--- src/rtl/pd_pkg.sv ---
package pd_pkg;
  localparam int unsigned SEL_W   = 2;
  localparam int unsigned NUM_PAT = 1 << SEL_W;
  // spacing counter must reach longest period + 1 (timeout point)
  localparam int unsigned GAP_W   = $clog2(NUM_PAT + 2);

  typedef enum logic [SEL_W-1:0] {
    PAT_1T = 2'd0,
    PAT_2T = 2'd1,
    PAT_3T = 2'd2,
    PAT_4T = 2'd3
  } pat_e;

  typedef logic [GAP_W-1:0] gap_t;

  function automatic gap_t period_of(input logic [SEL_W-1:0] sel);
    return gap_t'(sel) + gap_t'(1);
  endfunction
endpackage

--- src/rtl/pd_gap_timer.sv ---
module pd_gap_timer
  import pd_pkg::*;
(
  input  logic clk_i,
  input  logic rst_ni,
  input  logic en_i,
  input  logic pulse_i,
  input  gap_t period_i,
  output logic hit_o,
  output logic miss_o
);
  logic have_ref_q;
  gap_t gap_q;
  logic on_time, off_time, timeout;

  assign on_time  = en_i & pulse_i & have_ref_q & (gap_q == period_i);
  assign off_time = en_i & pulse_i & have_ref_q & (gap_q != period_i);
  assign timeout  = en_i & ~pulse_i & have_ref_q & (gap_q == period_i + gap_t'(1));

  always_ff @(posedge clk_i or negedge rst_ni) begin
    if (!rst_ni) begin
      have_ref_q <= 1'b0;
      gap_q      <= '0;
    end else if (!en_i) begin
      have_ref_q <= 1'b0;
      gap_q      <= '0;
    end else if (pulse_i) begin
      have_ref_q <= 1'b1;           // every pulse is the next reference
      gap_q      <= gap_t'(1);
    end else if (timeout) begin
      have_ref_q <= 1'b0;
      gap_q      <= '0;
    end else if (have_ref_q) begin
      gap_q      <= gap_q + gap_t'(1);
    end
  end

  assign hit_o  = on_time;
  assign miss_o = off_time | timeout;
endmodule

--- src/rtl/pd_run_counter.sv ---
module pd_run_counter #(
  parameter int unsigned RUN_W = 6
) (
  input  logic             clk_i,
  input  logic             rst_ni,
  input  logic             en_i,
  input  logic             hit_i,
  input  logic             miss_i,
  input  logic [RUN_W-1:0] need_i,
  output logic [RUN_W-1:0] run_o,
  output logic             reach_o
);
  logic [RUN_W-1:0] run_q;
  logic [RUN_W:0]   nxt;

  assign nxt     = {1'b0, run_q} + (RUN_W+1)'(1);
  assign reach_o = hit_i & (nxt >= {1'b0, need_i});

  always_ff @(posedge clk_i or negedge rst_ni) begin
    if (!rst_ni)                           run_q <= '0;
    else if (!en_i || miss_i)              run_q <= '0;
    else if (hit_i && nxt <= {1'b0, need_i}) run_q <= nxt[RUN_W-1:0];
  end

  assign run_o = run_q;
endmodule

--- src/rtl/pd_det_latch.sv ---
module pd_det_latch (
  input  logic clk_i,
  input  logic rst_ni,
  input  logic rd_en_i,
  input  logic set_i,
  output logic det_q_o,
  output logic det_o
);
  logic det_q;

  always_ff @(posedge clk_i or negedge rst_ni) begin
    if (!rst_ni)      det_q <= 1'b0;
    else if (!rd_en_i) det_q <= 1'b0;
    else if (set_i)   det_q <= 1'b1;
  end

  assign det_q_o = det_q;
  assign det_o   = det_q & rd_en_i;   // forced low without waiting for an edge
endmodule

--- src/rtl/preamble_detector.sv ---
module preamble_detector
  import pd_pkg::*;
#(
  parameter int unsigned LONG_RUN  = 32,
  parameter int unsigned SHORT_RUN = 16
) (
  input  logic             clk_i,
  input  logic             rst_ni,
  input  logic             rd_en_i,
  input  logic             zps_done_i,
  input  logic [SEL_W-1:0] pat_sel_i,
  input  logic             pulse_i,
  output logic             det_o
);
  localparam int unsigned RUN_W = $clog2(LONG_RUN + 1);

  logic             cnt_en;
  gap_t             period;
  logic [RUN_W-1:0] need;
  logic             hit, miss, reach;
  logic [RUN_W-1:0] run_cnt;
  logic             det_q;

  assign cnt_en = rd_en_i & zps_done_i;
  assign period = period_of(pat_sel_i);
  assign need   = (pat_e'(pat_sel_i) == PAT_4T) ? RUN_W'(SHORT_RUN) : RUN_W'(LONG_RUN);

  pd_gap_timer u_gap (
    .clk_i    (clk_i),
    .rst_ni   (rst_ni),
    .en_i     (cnt_en),
    .pulse_i  (pulse_i),
    .period_i (period),
    .hit_o    (hit),
    .miss_o   (miss)
  );

  pd_run_counter #(.RUN_W(RUN_W)) u_run (
    .clk_i   (clk_i),
    .rst_ni  (rst_ni),
    .en_i    (cnt_en),
    .hit_i   (hit),
    .miss_i  (miss),
    .need_i  (need),
    .run_o   (run_cnt),
    .reach_o (reach)
  );

  pd_det_latch u_det (
    .clk_i   (clk_i),
    .rst_ni  (rst_ni),
    .rd_en_i (rd_en_i),
    .set_i   (reach),
    .det_q_o (det_q),
    .det_o   (det_o)
  );
endmodule

--- config.mk ---
export PLATFORM = sky130hd
export DESIGN_NAME = preamble_detector
export DESIGN_NICKNAME = d
export VERILOG_FILES = /design/src/rtl/pd_pkg.sv /design/src/rtl/pd_gap_timer.sv /design/src/rtl/pd_run_counter.sv /design/src/rtl/pd_det_latch.sv /design/src/rtl/preamble_detector.sv
export SDC_FILE = /design/constraint.sdc
export NUM_CORES = 1
export LEC_CHECK = 0
export BUFFER_PORTS_ARGS = -buffer_cell sky130_fd_sc_hd__buf_2
export CORE_UTILIZATION = 56
export CTS_CLUSTER_DIAMETER = 60
export DETAILED_ROUTE_END_ITERATION = 7
export PLACE_DENSITY_LB_ADDON = 0.25
export SLEW_MARGIN = 20
export SYNTH_ARGS = -nofsm -noshare
export SYNTH_HDL_FRONTEND = slang
export SYNTH_SLANG_ARGS = --single-unit
--- constraint.sdc ---
create_clock -name clk_i -period 3.2 [get_ports clk_i]
set_input_delay 0.48 -clock clk_i [delete_from_list [all_inputs] [get_ports clk_i]]
set_output_delay 0.48 -clock clk_i [all_outputs]
set_load 0.1 [all_outputs]
# == Word-level counts from Yosys, hierarchy flattened ==
# Index checks and enable logic that the tools add are counted.
# word_totals
word_cells,45
output_inout_bits,1
ff_bits,11
# classes
n_addsub,4
n_lt_le_gt_ge,2
eq_ne,7
n_bitwise,12
reduce_logical,4
muxes,12
# ops
cell,n
two-way mux 6 bit,3
two-way mux 3 bit,4
AND 1 bit,10
"adder 6 x 1 -> 7 bit, second input constant",1
>= comparator 7 x 6 -> 1 bit,1
<= comparator 7 x 6 -> 1 bit,1
"adder 3 x 1 -> 3 bit, second input constant",2
== test 3 bit,2
two-way mux 1 bit,5
"!= test 4 bit, second input constant",1
"adder 2 x 1 -> 3 bit, second input constant",1
!= test 3 bit,1
"!= test 3 bit, second input constant",1
"== test 2 bit, second input constant",1
"!= test 2 x 1 -> 1 bit, second input constant",1
nonzero test 2 bit,1
logical AND 1 bit,1
zero test 1 bit,1
logical OR 1 bit,1
NOT 1 bit,1
bitwise OR 1 bit,1

# == Logic depth before layout (Yosys ltp) ==
# Gate-level depths: netlist of the first run.
# depth
depth_word,7
ltp_mapped,10
mapped_depth_nobuf,10

# == By module ==
# Synthesis of the first run repeated with hierarchy kept, for this count alone.
# hier_totals
hier_cells,105
hier_area_um2,965.9
# modules_own_cells
mod,instances,cells_each,area_per_inst_um2
pd_run_counter,1,65,558.0
pd_gap_timer,1,31,326.6
preamble_detector,1,6,42.5
pd_det_latch,1,3,38.8

# == Least setup slack after synthesis of the first run ==
# OpenSTA, ideal clock, no wires.
# synth_path
path_kind,reg2reg
start,"register u_run.run_q[0], in the netlist u_run.run_o[0]"
end,"register u_run.run_q[2], in the netlist u_run.run_o[2]"
path_buffers,0
stages_incl_launch_ff,10
t_required_ns,3.119
arrival_ns,2.127
path_slack_ns,0.992
path_cell_list,dfrtp_1 > ha_1 > nand3_1 > xor2_1 > ha_1 > nand3_1 > a211oi_2 > o2111ai_4 > or3_1 > a21oi_1
# synth_between
elab_chain_cells,4
word_cells_on_any_way,6
# synth_lines
element,line,source
start: declaration,pd_run_counter.sv:13,logic [RUN_W-1:0] run_q;
start signal: assignment,pd_run_counter.sv:22,"else if (hit_i && nxt <= {1'b0, need_i}) run_q <= nxt[RUN_W-1:0];"
adder 6 x 1 -> 7 bit (*),pd_run_counter.sv:16,"assign nxt = {1'b0, run_q} + (RUN_W+1)'(1);"
<= comparator 7 x 6 -> 1 bit,pd_run_counter.sv:22,
logical AND 1 bit,pd_run_counter.sv:22,
nonzero test 2 bit (no source line),-,
# Every way passes the cells marked *; elsewhere a longest branch is shown, timed or not. The select of a mux whose other input is x is not followed.
# A chain may end at the register's enable or synchronous reset.

# == Worst setup path in the final report of the first run ==
# layout_path
start,"register u_run.run_q[0], in the netlist u_run.run_o[0]"
end,"register u_run.run_q[4], in the netlist u_run.run_o[4]"
# Same word-level chain as after synthesis.

==> flow_summary.json, run 1 <==
{
  "outcome": "finished, final reports clean",
  "cts_resized": 0,
  "wirelength_mm": 1.512,
  "ys_seq_area_share_pct": 34.92,
  "die_area_sq_um": 1561,
  "fin_nets": 108,
  "ctsHoldBuffers": 0,
  "synthToLayoutAreaGrowth_pct": 9.841,
  "maxCapViolCount": 0,
  "fmax_ghz": 0.4034,
  "syn_avg_cell_area_sq_um": 9.497,
  "path_cells": "ha_1, nand3_1, xor2_1, ha_1, nand3_1, a211oi_2, o2111ai_4, or3_1, a21oi_1",
  "rsz0062_at_grt": "false",
  "initial_utilization_pct": 60.58,
  "grt_max_degree": 12,
  "die_h_um": 39.52,
  "power_density_nw_per_um2": 311.9,
  "r2r_cells": 9,
  "cts-root-buf": "clkbuf_4",
  "worstSetupStartpointType": "flip-flop",
  "arrival_ns": 2.66,
  "ys.flop_type": "dfrtp_1",
  "finalWorstPathRequiredPeriod_ns": 2.479,
  "yosysUniqueCellTypes": 28,
  "cts_tree": "done",
  "place.port_buffers": 7,
  "insertion_delay_ns": 0.27,
  "yosys_register_bits": 11,
  "grt_use_total_pct": 22.34,
  "die_w_um": 39.52,
  "fill_cells": 107,
  "hold_viol_final": 0,
  "wl_per_cell_um": 14.00,
  "cts.htree.levels": 1,
  "rr_startpoint": "u_run.run_o[0]",
  "synth_top_area_cell": "dfrtp_1",
  "overflow": 0,
  "r2r-end": "u_run.run_o[4]",
  "num_vias": 626,
  "antenna_cells": 0,
  "drtAntennaViolNets": 0,
  "synth-edff-count": 0,
  "critPathSlowestCell": "dfrtp_1",
  "setup_tns_ns": 0,
  "p_leak_uw": 0.0004024,
  "cts.sinks": 11,
  "synth_area_leaders": "dfrtp_1 35%, ha_1 11%, xnor2_1 4.4%",
  "numCtsBuffers": 3,
  "clk_pin_slew_ns": 0.07,
  "slew_viol_final": 0,
  "boundaryPins": 8,
  "drive_above_1_share_pct": 20.43,
  "cts.path.max_buffers": 2,
  "crit_path_end_kind": "flip-flop",
  "critical_path_class": "flip-flop to flip-flop",
  "cp.required_ns": 3.39,
  "antenna_found_initial": 0,
  "vias_per_cell": 5.796,
  "setup_violations": 0,
  "cts_setup_buffers": 0,
  "synthCells": 83,
  "grt_pass1_vias": 511,
  "holdWs_ns": 0.06691,
  "route.detailed.drc": 0,
  "core_sq_um": 1301,
  "async_flop_share_pct": 100.0,
  "drtIter0Drc": 7,
  "worst_pin_slew_ns": 0.7303,
  "cpPeakStageDelay_ns": 0.45,
  "yosys_warnings": 0,
  "syn_nets": 97,
  "slew_headroom_pct": 50.80,
  "dp.final_hpwl_mm": 1.119,
  "synth_area_sq_um": 788.3,
  "min_path_type": "input port to asynchronous set/reset pin",
  "fin_crit_sh_pct": 77.46,
  "cp_max_fo": 10,
  "clock_skew_ns": 0.002081,
  "yosysTopAreaCellShare_pct": 34.92,
  "dr.pass1.iters": 4,
  "vdd_drop_max_mv": 0.3026,
  "place_congestion": 0.7812,
  "num_rows": 13,
  "ff2ff_setup_slack_ns": 0.72,
  "grt_pass1_wl_mm": 2.166
}
## cell usage after synthesis (all sizes together) (2+ instances only)
cell and n:
nand3 5, xnor2 4, ha 7, a31o 2
xor2 4, nor2 7, or3 4, a21oi 6
or2 2, inv 5, nand2 3, o21ai 6
and2 2, nand4 2, a211oi 2, dfrtp 11
mux2i 2
## sequential cells by signal (all words and copies together) (netlist names)
signal	count
u_gap.have_ref_q	1
u_det.det_q_o	1
u_run.run_o	6
u_gap.gap_q	3
## logic make-up (layout without fill, tap and decap cells)
group	Yosys count	in the layout	synth area share [%]
multiplexers	2	2	2.540
AND/OR/NAND/NOR	30	30	22.06
adder cells (fa/ha/maj)	7	7	11.11
AO/OA/AOI/OAI	19	19	17.62
buffers and inverters	6	16	2.857
flip-flops	11	11	34.92
XOR/XNOR	8	8	8.888
## layout make-up
| class | instances | area [sq um] | share of cell area [%] |
|---|---|---|---|
| tap | 15 | 18.77 | 2.168 |
| inverter | 5 | 18.77 | 2.168 |
| clock inverter | 1 | 5.005 | 0.5780 |
| sequential | 11 | 275.3 | 31.79 |
| clock buffer | 3 | 22.52 | 2.601 |
| multi-input combinational | 66 | 490.5 | 56.65 |
| timing repair buffer | 7 | 35.03 | 4.046 |
## layout by cell type (no fill, tap or decap), types with 2 or more instances in the layout
cell	instances
inv_1	5
and2_1	2
or2_2	2
o21ai_0	6
clkbuf_4	3
a31o_2	2
xnor2_1	4
xor2_1	4
a21oi_1	6
nand3_1	5
nor2_1	7
mux2i_1	2
dfrtp_1	11
ha_1	7
nand2_1	2
or3_1	4
buf_2	7
nand4_1	2
## worst max-delay path: cells and delay by family (launching register included)
family / cells / cell delay [ns]
AO/OA/AOI/OAI: 3 / 0.64
XOR/XNOR: 1 / 0.19
adder cells (fa/ha/maj): 2 / 0.51
flip-flops: 1 / 0.45
AND/OR/NAND/NOR: 3 / 0.62
## per-stage QoR
| step | std cells | instance area, sq um | utilization [%] | worst slack (ns) | power (uW) |
|---|---|---|---|---|---|
| final | 108 | 865.8 | 66.54 | 0.7212 | 270.0 |
| after global routing | 108 | 865.8 | 66.54 | 0.5505 | 280.6 |
| after CTS | 108 | 865.8 | 66.54 | 0.7100 | 272.7 |
| after detailed placement | 104 | 838.3 | 64.42 | 0.7422 | 178.5 |
| after global placement | 104 | 838.3 | 64.42 | 0.8512 | 177.4 |
| after floorplan | 83 | 788.3 | - | 0.9921 | 166.2 |
## worst max-delay path by stage
stage | from | end | slack (ns)
after floorplan | u_run.run_o[0] | u_run.run_o[2] | 0.99
after global placement | pat_sel_i[0] | u_run.run_o[1] | 0.85
after detailed placement | u_run.run_o[0] | u_run.run_o[5] | 0.74
after CTS | u_run.run_o[0] | u_run.run_o[4] | 0.71
after global routing | u_run.run_o[0] | u_run.run_o[4] | 0.55
final | u_run.run_o[0] | u_run.run_o[4] | 0.72
## power breakdown
group          switching (uW)  total [uW]  internal, uW  leakage [uW]
Sequential               2.64         143           140      0.000152
Combinational            20.3        33.0          12.7      0.000232
Clock                    47.9        94.2          46.3     0.0000177
## per-layer routing
layer / track usage (%) / part of all wire (%)
met1: 27.76 / 51
met2: 36.07 / 45
met3: 8.523 / 3.7
met4: 5.172 / 0
met5: 0 / 0
Note: power is estimated with default switching activity, not from simulation.
==> run 2, diff against run 1 <==
==> constraint.sdc (replaced) <==
create_clock -name clk_i -period 2.55 [get_ports clk_i]
set_input_delay 0.3825 -clock clk_i [delete_from_list [all_inputs] [get_ports clk_i]]
set_output_delay 0.3825 -clock clk_i [all_outputs]
set_load 0.1 [all_outputs]
==> flow_summary.json, run 2 (synthesized netlist as in run 1, its figures left out) <==
{
  "outcome": "finished, final reports clean",
  "place_congestion": 0.7813,
  "place.port_buffers": 7,
  "drtAntennaViolNets": 0,
  "fill_cells": 96,
  "crit_cells": 9,
  "initial_utilization_pct": 60.58,
  "die_w_um": 39.52,
  "seq_power_share_pct": 52.6,
  "fin_nets": 112,
  "fin_crit_sh_pct": 94.11,
  "regArea_sq_um": 279.0,
  "cpPeakStageDelay_ns": 0.42,
  "drive_above_1_share_pct": 28.87,
  "critPathSlowestCell": "dfrtp_2",
  "clock_skew_ns": 0.0007818,
  "clkPwrFrac_pct": 34.8,
  "boundaryPins": 8,
  "p_sw_uw": 89.78,
  "arrival_ns": 2.59,
  "maxCapViolCount": 0,
  "cts.sinks": 11,
  "antenna_cells": 0,
  "setup_violations": 0,
  "route.detailed.drc": 0,
  "cts.path.max_buffers": 2,
  "cp_max_fo": 6,
  "wirelength_mm": 1.593,
  "num_vias": 640,
  "overflow": 0,
  "slew_viol_final": 0,
  "timing.critical_path.buf_inv": 0,
  "vias_per_cell": 5.714,
  "instances_no_fill": 112,
  "crit_family": "compound AO/OA/AOI/OAI gates",
  "swShare_pct": 26.33,
  "place_inst": 104,
  "cts-root-buf": "clkbuf_4",
  "antenna_found_initial": 0,
  "p_leak_uw": 0.0004126,
  "postLayoutCoreUtil_pct": 70.58,
  "grt_pass1_vias": 517,
  "final_cell_mix": "8 x dfrtp_1, 7 x nor2_1, 7 x buf_2, 6 x a21oi_1, 6 x ha_1",
  "die_area_sq_um": 1561,
  "synthToLayoutAreaGrowth_pct": 16.51,
  "critical_path_class": "flip-flop to flip-flop",
  "hold_viol_final": 0,
  "worst_pin_slew_ns": 0.7641,
  "die_h_um": 39.52,
  "largest_register_ff_count": 6,
  "min_path_type": "input port to flip-flop",
  "path_cells": "ha_2, nand3_2, xor2_1, ha_1, nand3_1, a211oi_2, o2111ai_4, or3_1, a21oi_1",
  "final_common_cell": "dfrtp_1",
  "power_density_nw_per_um2": 371.3,
  "numCtsBuffers": 3,
  "drtIter0Drc": 4,
  "cp.required_ns": 2.74,
  "holdWs_ns": 0.3482,
  "slew_headroom_pct": 48.52,
  "crit_path_end_kind": "flip-flop",
  "dp.final_hpwl_mm": 1.119,
  "grt_max_degree": 12,
  "dr.pass1.iters": 4,
  "grt_use_total_pct": 22.34,
  "pwr-share-comb_pct": 12.6,
  "r2r_cells": 9,
  "fmax_ghz": 0.4167,
  "cts_tree": "done",
  "multi_input_area_sq_um": 503.0,
  "cts.htree.levels": 1,
  "vdd_drop_max_mv": 0.3807,
  "num_rows": 13,
  "worstSetupStartpointType": "flip-flop",
  "min_path_cells": 2,
  "core_sq_um": 1301,
  "insertion_delay_ns": 0.27,
  "clk_pin_slew_ns": 0.07,
  "wl_per_cell_um": 14.22,
  "setup_tns_ns": 0,
  "p_int_uw": 251.2,
  "grt_pass1_wl_mm": 2.180,
  "finalWorstPathRequiredPeriod_ns": 2.400
}
run 2: changes by cell type in the layout (fill, tap and decap cells not counted):
| cell | change |
|---|---|
| dfrtp_2 | +3 |
| ha_2 | +1 |
| nand3_2 | +2 |
| buf_4 | +2 |
| dfrtp_1 | -3 |
| dlygate4sd3_1 | +1 |
| o21ai_1 | +2 |
| buf_6 | +1 |
| nand3_1 | -2 |
| o21ai_0 | -2 |
| ha_1 | -1 |
run 2: path summary, 6_finish.rpt:
| path | startpoint | end | slack, ns |
|---|---|---|---|
| setup / recovery | u_run.run_o[1] | u_run.run_o[5] | 0.15 |
| hold / removal | pulse_i | u_gap.gap_q[1] | 0.35 |
| setup reg to reg | u_run.run_o[1] | u_run.run_o[5] | 0.15 |
| hold reg to reg | u_det.det_q_o | u_det.det_q_o | 0.60 |
| max in group asynchronous | rst_ni | u_run.run_o[2] | 1.82 |
| min in group asynchronous | rst_ni | u_gap.have_ref_q | 0.51 |
run 2: layout make-up:
| cell class | instances | area share (%) |
|---|---|---|
| Tap cell | 15 | 2.044 |
| Timing Repair Buffer | 11 | 7.766 |
| Inverter | 5 | 2.044 |
| Clock buffer | 3 | 2.452 |
| Multi-Input combinational cell | 66 | 54.77 |
| Sequential cell | 11 | 30.38 |
| Clock inverter | 1 | 0.5450 |
run 2: power groups by stage:
stage                     clock network [uW]  logic, uW  registers, uW
final                                    119       43.0            179
after global routing                     127       48.8            179
after CTS                                121       43.1            179
after detailed placement                   0       41.4            183
after global placement                     0       40.1            183
after floorplan                            0       27.8            181
run 2: timing repair:
item | in CTS | in global routing
hold buffers | 1 | 0
buffers inserted | 0 | 3
gates resized for setup | 0 | 11
endpoints found under the setup margin | 0 | 4
endpoints found under the hold margin | 11 | 0
run 2: per-stage QoR:
step / area [sq um] / power (uW) / worst slack [ns]
after floorplan: 788.3 / 208.5 / 0.3421
after global placement: 838.3 / 222.6 / 0.2264
after detailed placement: 838.3 / 224.0 / 0.09217
after CTS: 875.8 / 343.3 / 0.05999
after global routing: 918.4 / 355.3 / -0.005707
final: 918.4 / 341.0 / 0.1503
run 2: worst register-to-register path: cells and delay by family (launching register included):
kind / cells / cell delay [ns]
simple gates: 3 / 0.54
xor+xnor: 1 / 0.17
flops: 1 / 0.42
fa+ha+maj: 2 / 0.50
compound gates: 3 / 0.69
run 2: metal layers:
| layer | GRT usage [%] | share of wire, % |
|---|---|---|
| met3 | 8.523 | 3.5 |
| met5 | 0 | 0 |
| met1 | 27.76 | 50 |
| met2 | 36.07 | 47 |
| met4 | 5.172 | 0 |
